===== config.mk =====
export PLATFORM = sky130hd
export DESIGN_NAME = sdram_burst_seq
export DESIGN_NICKNAME = d
export VERILOG_FILES = /design/src/rtl/sbs_pkg.sv /design/src/rtl/sbs_col_gen.sv /design/src/rtl/sbs_store.sv /design/src/rtl/sbs_rd_pipe.sv /design/src/rtl/sdram_burst_seq.sv
export SDC_FILE = /design/constraint.sdc
export NUM_CORES = 2
export LEC_CHECK = 0
export BUFFER_PORTS_ARGS = -buffer_cell sky130_fd_sc_hd__buf_2
export CORE_UTILIZATION = 35
export CTS_BUF_LIST = sky130_fd_sc_hd__clkbuf_8 sky130_fd_sc_hd__clkbuf_16
export DETAILED_ROUTE_END_ITERATION = 10
export PLACE_DENSITY = 0.58
export SETUP_SLACK_MARGIN = 0.3
export SKIP_LAST_GASP = 1
export SLEW_MARGIN = 20
export SYNTH_ARGS = -nofsm -noshare
export SYNTH_HDL_FRONTEND = slang
export SYNTH_MEMORY_MAX_BITS = 65536
export SYNTH_SLANG_ARGS = --single-unit

===== constraint.sdc =====
create_clock -name clk -period 3.6 [get_ports clk]
set_input_delay 0.54 -clock clk [delete_from_list [all_inputs] [get_ports clk]]
set_output_delay 0.54 -clock clk [all_outputs]
set_load 0.005 [all_outputs]

===== src/rtl/sbs_pkg.sv =====
package sbs_pkg;
  typedef enum logic [2:0] {
    OP_NOP = 3'd0,
    OP_ACT = 3'd1,
    OP_RD  = 3'd2,
    OP_WR  = 3'd3,
    OP_BST = 3'd4,
    OP_PRE = 3'd5
  } sbs_op_e;

  typedef enum logic [1:0] {
    BANK_IDLE    = 2'd0,
    BANK_OPEN    = 2'd1,
    BANK_STOPPED = 2'd2
  } bank_t;

  // Burst length in columns for a code; zero means full page.
  function automatic int unsigned burst_span(logic [2:0] code);
    case (code)
      3'd0:    return 1;
      3'd1:    return 2;
      3'd2:    return 4;
      3'd3:    return 8;
      default: return 0;
    endcase
  endfunction
endpackage


===== src/rtl/sbs_col_gen.sv =====
module sbs_col_gen
  import sbs_pkg::*;
#(
  parameter int AW = 8
) (
  input  logic          clk,
  input  logic          rst_n,
  input  logic          start,
  input  logic          start_wr,
  input  logic [AW-1:0] start_col,
  input  logic [2:0]    bl_code,
  input  logic          stop,
  output logic          acc_en,
  output logic          acc_wr,
  output logic [AW-1:0] acc_col
);
  logic          act_q, wr_q, full_q;
  logic [AW-1:0] base_q, k_q, mask_q;
  logic [AW-1:0] new_mask;
  logic          new_full;

  always_comb begin
    new_full = (burst_span(bl_code) == 0);
    new_mask = new_full ? '1 : AW'(burst_span(bl_code) - 1);
  end

  // Column touched in this cycle
  always_comb begin
    acc_en  = 1'b0;
    acc_wr  = 1'b0;
    acc_col = start_col;
    if (start) begin
      acc_en = 1'b1;
      acc_wr = start_wr;
    end else if (!stop && act_q) begin
      acc_en  = 1'b1;
      acc_wr  = wr_q;
      acc_col = (base_q & ~mask_q) | ((base_q + k_q) & mask_q);
    end
  end

  always_ff @(posedge clk) begin
    if (!rst_n) begin
      act_q  <= 1'b0;
      wr_q   <= 1'b0;
      full_q <= 1'b0;
      base_q <= '0;
      k_q    <= '0;
      mask_q <= '0;
    end else if (start) begin
      act_q  <= new_full || (new_mask != '0);
      wr_q   <= start_wr;
      base_q <= start_col;
      mask_q <= new_mask;
      full_q <= new_full;
      k_q    <= AW'(1);
    end else if (stop) begin
      act_q <= 1'b0;
    end else if (act_q) begin
      k_q <= k_q + AW'(1);
      if (!full_q && k_q == mask_q) act_q <= 1'b0;
    end
  end
endmodule


===== src/rtl/sbs_store.sv =====
module sbs_store #(
  parameter int DW = 16,
  parameter int AW = 8
) (
  input  logic          clk,
  input  logic          we_hi,
  input  logic          we_lo,
  input  logic [AW-1:0] addr,
  input  logic [DW-1:0] wdata,
  output logic [DW-1:0] rdata
);
  localparam int DEPTH = 1 << AW;
  localparam int BW    = DW / 2;

  logic [DW-1:0] mem_q [DEPTH];

  always_ff @(posedge clk) begin
    if (we_hi) mem_q[addr][DW-1:BW] <= wdata[DW-1:BW];
    if (we_lo) mem_q[addr][BW-1:0]  <= wdata[BW-1:0];
  end

  assign rdata = mem_q[addr];
endmodule


===== src/rtl/sbs_rd_pipe.sv =====
module sbs_rd_pipe #(
  parameter int DW     = 16,
  parameter int MAX_CL = 3,
  parameter int QMD    = 2
) (
  input  logic          clk,
  input  logic          rst_n,
  input  logic          fetch,
  input  logic [DW-1:0] fetch_data,
  input  logic [1:0]    cas_lat,
  input  logic          mask_hi,
  input  logic          mask_lo,
  output logic          rd_valid,
  output logic [DW-1:0] rd_data,
  output logic          oe_hi,
  output logic          oe_lo
);
  localparam int BW = DW / 2;

  logic [MAX_CL-1:0] v_q;
  logic [DW-1:0]     d_q [MAX_CL];
  logic [QMD-1:0]    mh_q, ml_q;
  int                sel;

  always_ff @(posedge clk) begin
    if (!rst_n) v_q <= '0;
    else begin
      v_q[0] <= fetch;
      for (int i = 1; i < MAX_CL; i++) v_q[i] <= v_q[i-1];
    end
  end

  always_ff @(posedge clk) begin
    d_q[0] <= fetch_data;
    for (int i = 1; i < MAX_CL; i++) d_q[i] <= d_q[i-1];
  end

  // Mask delay line: follows the pins, no reset needed
  always_ff @(posedge clk) begin
    mh_q[0] <= mask_hi;
    ml_q[0] <= mask_lo;
    for (int i = 1; i < QMD; i++) begin
      mh_q[i] <= mh_q[i-1];
      ml_q[i] <= ml_q[i-1];
    end
  end

  always_comb begin
    if (cas_lat == 2'd0)              sel = 0;
    else if (int'(cas_lat) > MAX_CL)  sel = MAX_CL - 1;
    else                              sel = int'(cas_lat) - 1;
    rd_valid = v_q[sel];
    oe_hi    = rd_valid && !mh_q[QMD-1];
    oe_lo    = rd_valid && !ml_q[QMD-1];
    rd_data  = {oe_hi ? d_q[sel][DW-1:BW] : {BW{1'b0}},
                oe_lo ? d_q[sel][BW-1:0]  : {BW{1'b0}}};
  end
endmodule


===== src/rtl/sdram_burst_seq.sv =====
module sdram_burst_seq
  import sbs_pkg::*;
#(
  parameter int DW     = 16,
  parameter int AW     = 8,
  parameter int MAX_CL = 3,
  parameter int QMD    = 2
) (
  input  logic          clk,
  input  logic          rst_n,
  input  logic          cmd_valid,
  input  logic [2:0]    cmd_op,
  input  logic [AW-1:0] cmd_col,
  input  logic [2:0]    cfg_burst,
  input  logic [1:0]    cfg_cas_lat,
  input  logic [DW-1:0] wr_data,
  input  logic          dqm_hi,
  input  logic          dqm_lo,
  output logic [DW-1:0] rd_data,
  output logic          rd_valid,
  output logic          oe_hi,
  output logic          oe_lo,
  output logic          seq_violation
);
  sbs_op_e       op;
  bank_t         bank_q;
  logic          viol_q;
  logic          rw_cmd, rw_ok, stop_cmd;
  logic          acc_en, acc_wr;
  logic [AW-1:0] acc_col;
  logic [DW-1:0] arr_rdata;

  always_comb begin
    op       = sbs_op_e'(cmd_op);
    rw_cmd   = cmd_valid && (op == OP_RD || op == OP_WR);
    rw_ok    = rw_cmd && (bank_q == BANK_OPEN);
    stop_cmd = cmd_valid && (op == OP_BST || op == OP_PRE);
  end

  always_ff @(posedge clk) begin
    if (!rst_n) begin
      bank_q <= BANK_IDLE;
      viol_q <= 1'b0;
    end else begin
      viol_q <= rw_cmd && (bank_q != BANK_OPEN);
      if (cmd_valid) begin
        case (op)
          OP_ACT: if (bank_q == BANK_IDLE) bank_q <= BANK_OPEN;
          OP_BST: if (bank_q == BANK_OPEN) bank_q <= BANK_STOPPED;
          OP_PRE: bank_q <= BANK_IDLE;
          default: ;
        endcase
      end
    end
  end

  assign seq_violation = viol_q;

  sbs_col_gen #(.AW(AW)) u_col (
    .clk       (clk),
    .rst_n     (rst_n),
    .start     (rw_ok),
    .start_wr  (op == OP_WR),
    .start_col (cmd_col),
    .bl_code   (cfg_burst),
    .stop      (stop_cmd),
    .acc_en    (acc_en),
    .acc_wr    (acc_wr),
    .acc_col   (acc_col)
  );

  sbs_store #(.DW(DW), .AW(AW)) u_mem (
    .clk   (clk),
    .we_hi (acc_en && acc_wr && !dqm_hi),
    .we_lo (acc_en && acc_wr && !dqm_lo),
    .addr  (acc_col),
    .wdata (wr_data),
    .rdata (arr_rdata)
  );

  sbs_rd_pipe #(.DW(DW), .MAX_CL(MAX_CL), .QMD(QMD)) u_pipe (
    .clk        (clk),
    .rst_n      (rst_n),
    .fetch      (acc_en && !acc_wr),
    .fetch_data (arr_rdata),
    .cas_lat    (cfg_cas_lat),
    .mask_hi    (dqm_hi),
    .mask_lo    (dqm_lo),
    .rd_valid   (rd_valid),
    .rd_data    (rd_data),
    .oe_hi      (oe_hi),
    .oe_lo      (oe_lo)
  );
endmodule


== Word level (Yosys, flattened, before mapping) ==
Memories as Yosys holds them, arrays and structs flattened.
Index checks and enable logic that the tools add are counted.

* Register bits: 37
* RAM bits: 4144
* Input bits: 37
* Output and inout bits: 20
* Word-level logic and storage cells: 100
* Memories kept: 2

* Add/sub/neg operators: 4
* Magnitude comparators: 1
* Equal/unequal tests: 14
* Muxes and demuxes: 28
* Bitwise operators: 6
* Reduce and logical (&&, ||, !) cells: 33

{| class="wikitable"
|+ Memory list
! name !! words !! width !! read ports !! clocked after Yosys merged registers in !! wr ports !! line !! source
|-
| u_mem.mem_q || 256 || 16 || 1 || 0 || 1 || sbs_store.sv:15 || <nowiki>logic [DW-1:0] mem_q [DEPTH];</nowiki>
|-
| u_pipe.d_q || 3 || 16 || 3 || 0 || 3 || sbs_rd_pipe.sv:21 || <nowiki>logic [DW-1:0] d_q [MAX_CL];</nowiki>
|}

{| class="wikitable"
|+ Operator list
! kind !! number
|-
| two-way mux 8 bit || 5
|-
| logical NOT 32 bit || 1
|-
| < comparator 32 x 4 -> 1 bit (second input constant) || 1
|-
| two-way mux 32 bit || 1
|-
| two-way mux 1 bit || 17
|-
| bitwise AND 8 bit || 2
|-
| case mux 4 bit (4 select lines) || 1
|-
| == test 3 x 2 -> 1 bit (second input constant) || 4
|-
| logical AND 1 bit || 12
|-
| adder 8 x 1 -> 8 bit (second input constant) || 1
|-
| adder 8 bit || 1
|-
| == test 8 bit || 1
|-
| inverter 8 bit || 1
|-
| bitwise OR 8 bit || 1
|-
| nonzero test 8 bit || 1
|-
| logical NOT 1 bit || 7
|-
| == test 3 x 1 -> 1 bit (second input constant) || 2
|-
| == test 3 bit (second input constant) || 2
|-
| case mux 2 bit (3 select lines) || 1
|-
| subtractor 4 x 1 -> 5 bit (second input constant) || 1
|-
| logical NOT 2 bit || 2
|-
| two-way mux 2 bit || 2
|-
| inequality test 2 x 1 -> 1 bit (second input constant) || 2
|-
| inequality test 2 bit (second input constant) || 2
|-
| 11 further kinds || 15
|}

== Depth between registers and ports, before layout ==
* Depth after elaboration: 11
* Mapped depth: 15
* Depth with buffers taken out: 11

== Hierarchy ==
From an unflattened synthesis, not the netlist that was laid out.

* Cells, all modules: 7343
* Area, all modules: 159384.1 um^2

{| class="wikitable"
|+ Modules (own cells, without submodules)
! module !! times used !! cells an instance !! area each (um^2) !! seq. area each (um^2)
|-
| sbs_store || 1 || 7018 || 156092.2 || 122998.0
|-
| sbs_rd_pipe || 1 || 122 || 1599.0 || 1101.1
|-
| sbs_col_gen || 1 || 181 || 1508.9 || 500.5
|-
| sdram_burst_seq || 1 || 22 || 183.9 || 60.1
|}

== Least setup slack after synthesis ==
OpenSTA, ideal clock, no wires.

* Path type: flip-flop to flip-flop
* From: register u_col.k_q[1]
* To: memory u_mem.mem_q[139][10] (enable)
* Arrival: 3.232 ns
* Required time: 3.230 ns
* Slack: -0.002 ns
* Stages on the path, launching flop included: 13
* Cell sequence: dfxtp_1 ha_1 a211o_1 a211o_1 a41oi_1 mux2i_1 xor2_1 mux2i_1 nor2b_1 clkbuf_1 nand2_1 buf_1 nor2_1

* Longest elaborated chain between the ends: 5

{| class="wikitable"
|+ Ends and longest elaborated chain
! item !! line !! source
|-
| start, declared || sbs_col_gen.sv:18 || <nowiki>logic [AW-1:0] base_q, k_q, mask_q;</nowiki>
|-
| start signal, assigned || sbs_col_gen.sv:60 || <nowiki>k_q <= k_q + AW'(1);</nowiki>
|-
| adder 8 bit || sbs_col_gen.sv:38 || <nowiki>acc_col = (base_q & ~mask_q) | ((base_q + k_q) & mask_q);</nowiki>
|-
| bitwise AND 8 bit || sbs_col_gen.sv:38 ||
|-
| bitwise OR 8 bit || sbs_col_gen.sv:38 ||
|-
| two-way mux 8 bit || sbs_col_gen.sv:35 || <nowiki>end else if (!stop && act_q) begin</nowiki>
|-
| two-way mux 8 bit || sbs_col_gen.sv:32 || <nowiki>if (start) begin</nowiki>
|-
| end, declared || sbs_store.sv:15 ||
|}

Every way passes these cells.

==> results.toml <==
[drt]
ant_nets = 0
vias = 94800
drt_wl_total_um = 470000
vias_per_cell = 5.70
wl_per_cell_um = 28.2
drtIter0Drc = 11500
dr.pass1.iters = 6
drcViolationCount = 0

[floorplanning]
num_rows = 244
die_w_um = 669
ioPinCount = 57
core_area_um2 = 442000
die_y_um = 669
dieArea_um2 = 447000
initial_utilization_pct = 35.2

[clock_tree]
clk_path_buf_depth = 4
cts_buffers = 414
path_clk_slew_ps = 60
clock_latency_ps = 1000
cts_max_level = 5
cts_tree = "yes"
cts-root-buf = "clkbuf_16"
cts.sinks = 4178

[finish]
synthToLayoutAreaGrowth_pct = 25.0
nFillCells = 38000
nets = 10400
drive_gt1_share_pct = 26.4
final_area_um2 = 195000

[logic_synthesis]
async_flop_share_pct = 0
avgSynthCellArea_um2 = 17.0
ys_ff_latch = 4178
synth-seq-area-share_pct = 80.1
synth-edff-count = 4096
synth_cell_types = 60
synthCells = 9134
synth_fp_nets = 9183
ys.flop_type = "edfxtp_1"
yosysWarnings = 0
synthesis.area_um2 = 156000

[setup_path]
startpoint_type = "flip-flop"
critical_path_class = "flip-flop to flip-flop"
required_ps = 4460
worstPathArrival_ps = 4720
worst-path-max-fanout = 13
crit_path_end_kind = "flip-flop"

[run_status]
status = "complete, but fails checks"
failed_checks = "setup timing"

[sta]
setup_viol = 898
fin_tns_setup_ps = -47270
timing.final.crit_period_ps = 3870
slew_viol_final = 0
worst_pin_slew_ps = 1080
skew_ps = 73.2
slew_headroom_pct = 28.0
fmax_mhz = 258
rsz0062_at_grt = "true"
min_period_over_period_pct = 107
hold_viol = 0
setup_ws_ps = -269

[pwr]
cellPowerDensity_nw_per_um2 = 521
irDropWorstVdd_mv = 0.450
power.leakage_nw = 62.3

[global_route]
grt_pass1_vias = 92700
grt_start_max_net_pins = 106
grt-ovfl-total = 0
grt_pass1_wl_um = 656000
antenna_found_initial = 16
track_usage_pct = 19.9

[place]
io_buffers = 56
place_hpwl_um = 290000
place_congestion = 0.912
dp_slack_ps = -1410
placed_cell_area_um2 = 176000

[flow_run]
maxCapViolCount = 0

[min_path]
hold_class = "input port to flip-flop"
-- cell usage after synthesis (4+ instances only) --
cell type / count / area share [%]
a22oi_1: 1603 / 7.7
and2_1: 4 / 0.016
dfxtp_1: 82 / 1.1
buf_2: 135 / 0.43
xor2_1: 7 / 0.039
o211ai_1: 7 / 0.034
inv_1: 11 / 0.027
a211oi_1: 21 / 0.10
nor2_1: 576 / 1.4
ha_1: 11 / 0.088
nand3_1: 519 / 1.7
o31ai_1: 51 / 0.25
nand2_1: 216 / 0.52
nor2b_1: 11 / 0.044
xnor2_1: 7 / 0.039
nand4_1: 67 / 0.27
nor3_1: 9 / 0.029
o21ai_0: 38 / 0.12
nand2b_1: 8 / 0.032
or2_2: 6 / 0.024
a32o_1: 17 / 0.11
a2bb2oi_1: 16 / 0.090
mux2i_1: 26 / 0.17
a22o_1: 286 / 1.6
clkbuf_1: 405 / 0.98
nor4_1: 49 / 0.20
edfxtp_1: 4096 / 79
a21oi_1: 147 / 0.47
a221oi_1: 478 / 2.7
buf_1: 164 / 0.40
o22ai_1: 17 / 0.068
-- registers in the layout, summed over array words and instances, names as in the netlist --
signal	count
u_pipe.mh_q	2
u_pipe.ml_q	2
u_col.base_q	8
bank_q	2
u_col.mask_q	5
u_col.full_q	1
seq_violation	1
u_col.k_q	8
u_pipe.d_q	48
u_mem.mem_q	4096
u_col.act_q	1
u_pipe.v_q	3
u_col.wr_q	1
-- cell type report --
| type | count | area [um2] | share of cell area (%) |
|---|---|---|---|
| antenna | 6 | 15.0 | 0.00772 |
| clock buffer | 429 | 10600 | 5.47 |
| clock inverter | 324 | 2290 | 1.18 |
| inverter | 13 | 48.8 | 0.0251 |
| multi-input combinational | 4236 | 32800 | 16.8 |
| sequential | 4178 | 125000 | 64.1 |
| tap | 5904 | 7390 | 3.80 |
| timing repair buffer | 1540 | 16800 | 8.61 |
-- path summary, 6_finish.rpt --
check	from	to	slack [ps]	cells past startpoint
hold / removal	wr_data[2]	u_mem.mem_q[125][2]$_DFFE_PP_	30	1
hold reg to reg	u_pipe.ml_q[0]$_DFF_P_	u_pipe.ml_q[1]$_DFF_P_	330	0
setup reg to reg	u_col.k_q[0]$_SDFFE_PN0P_	u_pipe.d_q[0][2]$_DFF_P_	-270	15
setup / recovery	u_col.k_q[0]$_SDFFE_PN0P_	u_pipe.d_q[0][2]$_DFF_P_	-270	15
-- cell families after synthesis --
family                   after synthesis  synth area share (%)
XOR/XNOR                              14                0.0788
multiplexers                          31                 0.207
buffers and inverters                720                  1.85
adder cells (fa/ha/maj)               12                 0.101
flip-flops                          4178                  80.1
AND/OR/NAND/NOR                     1476                  4.26
AO/OA/AOI/OAI                       2703                  13.4
-- where the power goes --
part	switching [W]	internal [W]	total, W
sequential	0.000130	0.0535	0.0536
combinational	0.00413	0.00231	0.00643
clock	0.0182	0.0231	0.0413
total	0.0225	0.0789	0.101
-- critical path, stage by stage (launching register included) --
cell,delay [ps]
dfxtp_2,340
ha_4,160
fa_1,480
mux2i_4,210
nand2b_4,180
mux2i_4,120
buf_6,180
buf_4,130
buf_4,200
buf_4,170
a221oi_1,460
a221oi_1,250
nor4_4,320
a2bb2oi_2,270
buf_4,150
nand4_1,80
-- repair_timing --
action | 4_1_cts | 5_1_grt
endpoints found under the setup margin | 4116 | 4124
endpoints found under the hold margin | 108 | 0
hold buffers | 19 | 0
gates resized for setup | 412 | 360
buffers inserted | 32 | 59
cloned | 12 | 27
pin swaps | 73 | 150
-- cells in the final DEF, fill, tap and decap left out, drive strengths merged, types with 16 or more instances in the layout --
master / count
a32o: 17
a21oi: 147
a2bb2oi: 16
clkbuf: 454
a221oi: 478
nor4: 49
bufinv: 25
dlygate4sd3: 19
o21ai: 39
buf: 1492
dfxtp: 82
nand3: 519
o22ai: 17
clkinv: 183
edfxtp: 4096
mux2i: 28
inv: 121
a211oi: 21
o31ai: 51
nor2: 576
nand2: 216
a22oi: 1603
a22o: 286
nand4: 67
-- routing by layer --
metal / global-route usage, % / routed length, um
met5: 0 / 0
met4: 7.38 / 20200
met3: 2.72 / 36700
met2: 32.4 / 222000
met1: 27.1 / 191000
-- per-stage QoR --
stage               hold WS [ps]  util [%]  std cells  total power (W)
floorplan                    310         -       9134           0.0569
global placement             315      39.7      15700           0.0602
detailed placement           314      39.7      15700           0.0603
CTS                        0.743      43.3      16500            0.101
global route                47.2      44.0      16600            0.104
finish                      28.3      44.0      16600            0.101
Note: power is estimated with default switching activity, not from simulation.
